--- config.mk ---
export PLATFORM = sky130hd
export DESIGN_NAME = retrig_lockout_ctrl
export DESIGN_NICKNAME = d
export VERILOG_FILES = /design/src/rtl/rlc_pkg.sv /design/src/rtl/trig_sync.sv /design/src/rtl/cycle_timer.sv /design/src/rtl/rlc_fsm.sv /design/src/rtl/retrig_lockout_ctrl.sv
export SDC_FILE = /design/constraint.sdc
export NUM_CORES = 1
export LEC_CHECK = 0
export CAP_MARGIN = 20
export CORE_MARGIN = 2
export CORE_UTILIZATION = 56
export CTS_CLUSTER_SIZE = 30
export DETAILED_ROUTE_END_ITERATION = 7
export HOLD_SLACK_MARGIN = 0.06
export PLACE_DENSITY = 0.81
export SLEW_MARGIN = 5
export SYNTH_ARGS = -nofsm -noshare
export SYNTH_HDL_FRONTEND = slang
export SYNTH_HIERARCHICAL = 1
export SYNTH_SLANG_ARGS = --single-unit
--- constraint.sdc ---
create_clock -name clk -period 2.8 [get_ports clk]
set_clock_uncertainty 0.15 [all_clocks]
set_input_delay 0.7 -clock clk [delete_from_list [all_inputs] [get_ports clk]]
set_output_delay 0.7 -clock clk [all_outputs]
set_load 0.005 [all_outputs]
--- src/rtl/rlc_pkg.sv ---
// Package: shared types for the retriggerable delay and lockout controller.
// Assumes: nothing beyond IEEE 1800-2017 enum support.
package rlc_pkg;

    // Controller phases: waiting, output asserted, post-pulse trigger rejection.
    typedef enum logic [1:0] {
        ST_IDLE = 2'd0,
        ST_HOLD = 2'd1,
        ST_LOCK = 2'd2
    } rlc_state_t;

endpackage

--- src/rtl/trig_sync.sv ---
// Module: trig_sync
// Resynchronises an asynchronous trigger level through a chain of STAGES
// flops and emits a single-cycle pulse on each rising edge of the
// synchronised level.
// Assumes: STAGES >= 2, synchronous active-low reset clears the chain to 0.
module trig_sync #(
    parameter int STAGES = 2
) (
    input  logic clk,
    input  logic rst_n,
    input  logic din,
    output logic rise
);

    logic [STAGES-1:0] chain;
    logic              level_q;

    // Shift the raw input into the synchroniser chain.
    always_ff @(posedge clk) begin
        if (!rst_n) begin
            chain <= '0;
        end else begin
            chain <= {chain[STAGES-2:0], din};
        end
    end

    // Remember the previous synchronised level for edge detection.
    always_ff @(posedge clk) begin
        if (!rst_n) begin
            level_q <= 1'b0;
        end else begin
            level_q <= chain[STAGES-1];
        end
    end

    // A rising edge is a synchronised 1 that was 0 a cycle earlier.
    assign rise = chain[STAGES-1] & ~level_q;

endmodule

--- src/rtl/cycle_timer.sv ---
// Module: cycle_timer
// Down-counter for an interval of cycles. A load starts the interval with
// the programmed count minus one, so it reaches zero after that many
// cycles. A programmed count of zero is treated as one. While run is high
// and the counter is not at zero, it decrements.
// Assumes: load has priority over run; reset clears the count to zero.
module cycle_timer #(
    parameter int W = 16
) (
    input  logic         clk,
    input  logic         rst_n,
    input  logic         load,
    input  logic [W-1:0] load_val,
    input  logic         run,
    output logic         at_zero
);

    localparam logic [W-1:0] ONE = W'(1);

    logic [W-1:0] cnt;
    logic [W-1:0] start_val;

    // Convert the programmed length into the first remaining-cycle value.
    always_comb begin
        start_val = (load_val == '0) ? '0 : (load_val - ONE);
    end

    // Load, count down, or hold the remaining-cycle count.
    always_ff @(posedge clk) begin
        if (!rst_n) begin
            cnt <= '0;
        end else if (load) begin
            cnt <= start_val;
        end else if (run && (cnt != '0)) begin
            cnt <= cnt - ONE;
        end
    end

    assign at_zero = (cnt == '0);

endmodule

--- src/rtl/rlc_fsm.sv ---
// Module: rlc_fsm
// Sequencer for the controller: idle -> hold on an armed edge, hold -> lockout
// when the hold timer expires (unless an armed extend-mode edge reloads it),
// lockout -> idle when the lockout timer expires.
// Assumes: timer at_zero flags reflect the count before this edge; the arm
// and mode inputs are looked at only when an edge is present.
module rlc_fsm
    import rlc_pkg::*;
(
    input  logic clk,
    input  logic rst_n,
    input  logic rise,
    input  logic arm,
    input  logic retrig,
    input  logic hold_zero,
    input  logic lock_zero,
    output logic hold_load,
    output logic hold_run,
    output logic lock_load,
    output logic lock_run,
    output logic out_high
);

    rlc_state_t state, state_nx;
    logic       accept;

    // An edge counts only if the arm input allows it at that moment.
    assign accept = rise & arm;

    // Next-state and timer control decode.
    always_comb begin
        state_nx  = state;
        hold_load = 1'b0;
        hold_run  = 1'b0;
        lock_load = 1'b0;
        lock_run  = 1'b0;
        unique case (state)
            ST_IDLE: begin
                if (accept) begin
                    state_nx  = ST_HOLD;
                    hold_load = 1'b1;
                end
            end
            ST_HOLD: begin
                if (accept && retrig) begin
                    hold_load = 1'b1;
                end else if (hold_zero) begin
                    state_nx  = ST_LOCK;
                    lock_load = 1'b1;
                end else begin
                    hold_run  = 1'b1;
                end
            end
            ST_LOCK: begin
                if (lock_zero) begin
                    state_nx = ST_IDLE;
                end else begin
                    lock_run = 1'b1;
                end
            end
            default: begin
                state_nx = ST_IDLE;
            end
        endcase
    end

    // State register with synchronous reset to idle.
    always_ff @(posedge clk) begin
        if (!rst_n) begin
            state <= ST_IDLE;
        end else begin
            state <= state_nx;
        end
    end

    assign out_high = (state == ST_HOLD);

endmodule

--- src/rtl/retrig_lockout_ctrl.sv ---
// Module: retrig_lockout_ctrl (top)
// Timed control pulse from a qualified trigger, with selectable extend or
// fixed behaviour and a lockout window after each pulse.
// Assumes: trig_in may be asynchronous; arm_in, retrig_mode and the
// cycle-count inputs are synchronous to clk; reset is synchronous, active low.
module retrig_lockout_ctrl #(
    parameter int CNT_W       = 16,
    parameter int SYNC_STAGES = 2
) (
    input  logic             clk,
    input  logic             rst_n,
    input  logic             trig_in,
    input  logic             arm_in,
    input  logic             retrig_mode,
    input  logic [CNT_W-1:0] hold_cycles,
    input  logic [CNT_W-1:0] lock_cycles,
    output logic             ctrl_out
);

    logic trig_rise;
    logic hold_load, hold_run, hold_zero;
    logic lock_load, lock_run, lock_zero;

    trig_sync #(
        .STAGES (SYNC_STAGES)
    ) u_sync (
        .clk   (clk),
        .rst_n (rst_n),
        .din   (trig_in),
        .rise  (trig_rise)
    );

    cycle_timer #(
        .W (CNT_W)
    ) u_hold_tmr (
        .clk      (clk),
        .rst_n    (rst_n),
        .load     (hold_load),
        .load_val (hold_cycles),
        .run      (hold_run),
        .at_zero  (hold_zero)
    );

    cycle_timer #(
        .W (CNT_W)
    ) u_lock_tmr (
        .clk      (clk),
        .rst_n    (rst_n),
        .load     (lock_load),
        .load_val (lock_cycles),
        .run      (lock_run),
        .at_zero  (lock_zero)
    );

    rlc_fsm u_fsm (
        .clk       (clk),
        .rst_n     (rst_n),
        .rise      (trig_rise),
        .arm       (arm_in),
        .retrig    (retrig_mode),
        .hold_zero (hold_zero),
        .lock_zero (lock_zero),
        .hold_load (hold_load),
        .hold_run  (hold_run),
        .lock_load (lock_load),
        .lock_run  (lock_run),
        .out_high  (ctrl_out)
    );

endmodule

======== Word level (Yosys, flattened, before mapping) ========
Index checks and enable logic that the tools add are counted.
storage, ports and cells
  bits in registers ....................... 37
  input bits .............................. 37
  output and inout port bits .............. 1
  word-level logic and storage cells ...... 53
cells by class
  add/sub/neg operators ................... 4
  equality and inequality tests ........... 6
  mux-type cells .......................... 22
  bitwise logic cells ..................... 3
  reductions and logical operators ........ 13
operators by type and width
  cell                     number
  $mux W16                 6
  $logic_not A16 Y1        4
  $sub A16 B1 Y16 const B  4
  $reduce_bool A16 Y1      2
  $mux W1                  10
  $mux W2                  4
  $pmux W2 S3              1
  $ne A2 B1 Y1 const B     2
  $ne A2 B2 Y1 const B     2
  $reduce_and A4 Y1        1
  $reduce_bool A2 Y1       2
  $logic_and A1 B1 Y1      3
  $and A1 B1 Y1            2
  $eq A2 B1 Y1 const B     1
  $eq A2 B2 Y1 const B     1
  $logic_not A2 Y1         1
  $pmux W1 S2              1
  $not A1 Y1               1

======== Logic depth before layout (Yosys ltp) ========
  depth after elaboration ................. 9
  gate-level depth with buffers ........... 12

======== Hierarchy ========
Netlist, hierarchy kept.
by module, submodules not included
  module                    instances  cells an instance  area an instance (um2)  seq. area each (um2)
  cycle_timer (u_lock_tmr)  1          161                1341.3                  320.3
  cycle_timer (u_hold_tmr)  1          156                1252.5                  320.3
  rlc_fsm                   1          15                 131.4                   40.0
  trig_sync                 1          7                  92.6                    60.1

======== Least setup slack after synthesis ========
OpenSTA, ideal clock, no wires.
  path kind ............................... register to register
  start ................................... register u_hold_tmr.cnt[0]
  end ..................................... register u_hold_tmr.cnt[15]
  setup time .............................. 71 ps
  data arrival time ....................... 2215 ps
  required time ........................... 2579 ps
  path slack .............................. 363 ps
  cell stages (with the launch flop) ...... 13
  buffers on the path ..................... 2
  clock period less this slack ............ 2437 ps
  path through ............................ dfxtp_1 > inv_1 > ha_1 > nor4b_1 > nand4_1 > inv_1 > nor2_1 > clkbuf_1 > and3_1 > clkbuf_1 > and3_1 > mux2i_1 > o2bb2ai_1
between the ends
  cells in the longest elaborated chain, start to end .. 6
  elaborated cells on any way between the ends .. 10
  classes of those cells .................. add/sub: 1; mux: 5; reduce/logical: 4
ends and longest elaborated chain
  item                                 RTL line                   text
  start, declared                      cycle_timer.sv:20          logic [W-1:0] cnt;
  start signal, assigned               cycle_timer.sv:33          cnt <= start_val;
  start signal, assigned               cycle_timer.sv:35          cnt <= cnt - ONE;
  $logic_not A16 Y1                    cycle_timer.sv:39          assign at_zero = (cnt == '0);
  via hold_zero                        retrig_lockout_ctrl.sv:21  logic hold_load, hold_run, hold_zero;
  $mux W1                              rlc_fsm.sv:47              end else if (hold_zero) begin
  $mux W1                              rlc_fsm.sv:45              if (accept && retrig) begin
  $mux W1                              rlc_fsm.sv:37              unique case (state)
  via hold_run                         retrig_lockout_ctrl.sv:21
  $logic_and A1 B1 Y1                  cycle_timer.sv:34          end else if (run && (cnt != '0)) begin
  $reduce_bool A2 Y1 (no source line)  -
The timed path passes the listed nets, and every way through them passes these cells. The select of a mux whose other input is x is not followed.
A chain may end at the register's enable or synchronous reset.

======== Worst setup path in the final report ========
  start ................................... input port hold_cycles[4]
  end ..................................... register u_hold_tmr.cnt[10]
between the ends
  cells in the longest elaborated chain, start to end .. 3
  elaborated cells on any way between the ends .. 4
  classes of those cells .................. add/sub: 1; mux: 2; reduce/logical: 1
ends and longest elaborated chain
  item                                                  RTL line                   text
  start, declared                                       retrig_lockout_ctrl.sv:15  input logic [CNT_W-1:0] hold_cycles,
  $sub A16 B1 Y16 or $logic_not A16 Y1 (tied branches)  cycle_timer.sv:25          start_val = (load_val == '0) ? '0 : (load_val - ONE);
  $mux W16 (*)                                          cycle_timer.sv:25
  $mux W16 (*)                                          cycle_timer.sv:32          end else if (load) begin
Mark *: on every way between the ends. The rest lies on a longest branch, timed or not.

==> impl_metrics.env <==
export IMPL_cpPeakStageDelay_ns=0.58
export IMPL_cts_path_max_buffers=2
export IMPL_yosysTopAreaCell="dfxtp_1"
export IMPL_syn_to_final_growth_pct=28.24
export IMPL_track_usage=0.2708
export IMPL_crit_path_end_kind="flip-flop"
export IMPL_nets=457
export IMPL_outcome="finished clean"
export IMPL_postCtsResizedCells=0
export IMPL_drv_slew=0
export IMPL_max_slew_margin_rel=0.6762
export IMPL_final_area_sq_mm=0.003613
export IMPL_hold_path_class="reg2reg"
export IMPL_seq_area_sq_um=740.7
export IMPL_post_route_period_util=0.9444
export IMPL_cts_tree="done"
export IMPL_gr_total_overflow=0
export IMPL_yosysSeqAreaShare=0.2629
export IMPL_setup_viol=0
export IMPL_crit_family="simple AND/OR/NAND/NOR gates"
export IMPL_finalPower_mw=1.327
export IMPL_grt_setup_unrepaired="false"
export IMPL_design_die_area_sq_mm=0.005615
export IMPL_pin_count=38
export IMPL_nFillCells=366
export IMPL_ctsHoldBuffers=0
export IMPL_slowest_stage="or4_4"
export IMPL_crit_arrival_ns=2.64
export IMPL_drc=0
export IMPL_dpl_cell_area_sq_mm=0.003527
export IMPL_wl_per_cell_microns=14.98
export IMPL_synth_area_sq_mm=0.002818
export IMPL_multiInputGateArea_sq_mm=0.001976
export IMPL_start_util=0.5888
export IMPL_crit_type="in2reg"
export IMPL_fin_tns_setup_ns=0
export IMPL_hold_slack_ns=0.3147
export IMPL_crit_buf_inv=1
export IMPL_synth_cell_types=57
export IMPL_async_flop_share=0
export IMPL_worst_pin_slew_ns=0.4817
export IMPL_path_cells="clkdlybuf4s50_1 > or4_4 > or2_0 > or4_1 > a21oi_1 > a221oi_1"
export IMPL_dp_hpwl_microns=5742
export IMPL_syn_num_nets=382
export IMPL_drt_initial_drc_count=325
export IMPL_dr_pass1_iters=4
export IMPL_ant_nets=0
export IMPL_rrSetupSlack_ns=0.29
export IMPL_synth_ff_type="dfxtp_1"
export IMPL_dp_cells=474
export IMPL_fmax_ghz=0.3782
export IMPL_die_w_microns=74.94
export IMPL_synth_top_area_share=0.2629
export IMPL_die_h_microns=74.94
export IMPL_cp_data_required_time_ns=2.80
export IMPL_core_region_area_sq_mm=0.004786
export IMPL_synth_area_top_cells="dfxtp_1 26%, xor2_1 6.5%, xnor2_1 5.3%"
export IMPL_powerDensity_mw_per_mm2=367.2
export IMPL_grt_max_degree=25
export IMPL_cts_clk_slew_worst_paths_ns=0.07
export IMPL_yosysWarnings=6
export IMPL_synth_edf_count=0
export IMPL_leakagePower_nw=1.401
export IMPL_ir_worst_vdd_mv=0.2318
export IMPL_fin_crit_ns=2.644
export IMPL_grt_pass1_vias=2714
export IMPL_cts_sinks=37
export IMPL_antenna_diode_count=0
export IMPL_avgViaCountPerCell=6.015
export IMPL_finalHoldViolCount=0
export IMPL_drive_gt1_frac=0.1667
export IMPL_cts_setup_buffers=0
export IMPL_stdcell_count=481
export IMPL_io_buffers=37
export IMPL_ys_seq_elements=37
export IMPL_htree_levels=2
export IMPL_netlist_instances=339
export IMPL_place_gp_congestion=0.8936
export IMPL_maxCapViolations=0
export IMPL_cts_inserted_buffers=5
export IMPL_critPathMaxFanout=4
export IMPL_root_buffer="clkbuf_8"
export IMPL_avgSynthCellArea_sq_um=8.312
export IMPL_num_vias=2893
export IMPL_detail_route_wirelength_microns=7204
export IMPL_clk_latency_ns=0.28
export IMPL_grt_pass1_wl_microns=11740
export IMPL_cp_start_kind="input pin"
export IMPL_grt_antenna_before_repair=0
export IMPL_rows=25
-- kinds of logic after synthesis --
logic type / after synthesis / share of synthesized area
muxes: 4 / 0.01421
DFF: 37 / 0.2629
AOI/OAI and AO/OA: 78 / 0.2029
adders and majority gates: 6 / 0.02664
and+or+nand+nor: 151 / 0.3393
buffers and inverters: 25 / 0.03597
xor gates and xnor gates: 38 / 0.1181
-- report_power, final --
part	switching (mW)	internal (mW)	leakage, nW	total, mW
sequential	0.0199	0.544	0.300	0.564
clock	0.176	0.195	0.0443	0.371
combinational	0.200	0.192	1.06	0.392
total	0.395	0.932	1.40	1.33
-- registers in the layout, indices dropped and copies added, names as in the netlist --
signal and cells:
u_hold_tmr/cnt 16, u_lock_tmr/cnt 16, u_fsm/state 2, u_sync/chain 2, u_sync/level_q 1
-- synth_stat cells, drive strengths merged (5+ instances only) --
library cell,instances
dfxtp,37
or2,5
nand3,12
or3,5
and2,5
clkbuf,6
a21oi,12
o211a,7
nor3b,5
a211oi,6
nor2,24
and3,5
o21ai,5
o22ai,19
xor2,21
nand2b,6
ha,6
nor2b,6
nand2,24
xnor2,17
inv,17
nand4,8
o211ai,7
nor4,13
nor3,17
or4,8
-- stage by stage --
stage	setup slack [ns]	util
final	0.1558	0.7550
after global routing	0.05760	0.7550
after CTS	0.1676	0.7550
after detailed placement	-0.1366	0.7370
after global placement	-0.04969	0.7370
after floorplan	0.3634	-
-- metal layers --
metal	up-vias	global-route usage	wire [microns]
li1	1434	-	-
met1	1336	0.2856	2790
met2	105	0.5312	3861
met3	18	0.04552	355
met4	0	0.09722	197
met5	-	0	0
-- layout by cell type, fill, tap and decap left out, drive strengths merged, types with 4 or more instances in the layout --
cell type      instances
o22ai                 19
o21ai                  5
xor2                  21
nor2b                  6
nand2                 24
nor4                  13
nor3b                  5
or3                    5
o211a                  7
clkbuf                 7
and3                   5
nor3                  17
xnor2                 17
clkdlybuf4s50         37
a211oi                 6
mux2i                  4
or2                    5
nor2                  24
ha                     6
nand2b                 6
nand3                 12
or4                    8
a21oi                 12
inv                   17
o211ai                 7
and2                   5
dfxtp                 37
buf                   39
nand4                  8
-- worst register-to-register path, stage by stage, from the launching register on --
cell,delay (ns)
dfxtp_1,0.39
inv_1,0.08
ha_1,0.19
nor4b_1,0.14
buf_4,0.15
nand4_1,0.10
inv_1,0.09
nor2_1,0.18
buf_4,0.19
and3_1,0.27
o21ai_0,0.14
xor2_1,0.20
o22ai_1,0.12
-- cell type report --
class | instances | share of cell area
inverters | 17 | 0.01766
well taps | 67 | 0.02320
repair buffers | 76 | 0.1835
flip-flops and latches | 37 | 0.2050
clock buffers | 7 | 0.02389
multi-input cells | 277 | 0.5467
-- worst paths after layout --
check                    startpoint            endpoint  cells after the start
hold / removal      u_sync/chain[1]      u_sync/level_q                      1
setup reg to reg  u_hold_tmr/cnt[0]   u_hold_tmr/cnt[7]                     12
setup / recovery     hold_cycles[4]  u_hold_tmr/cnt[10]                      6
hold reg to reg     u_sync/chain[1]      u_sync/level_q                      1
Note: power is estimated with default switching activity, not from simulation.
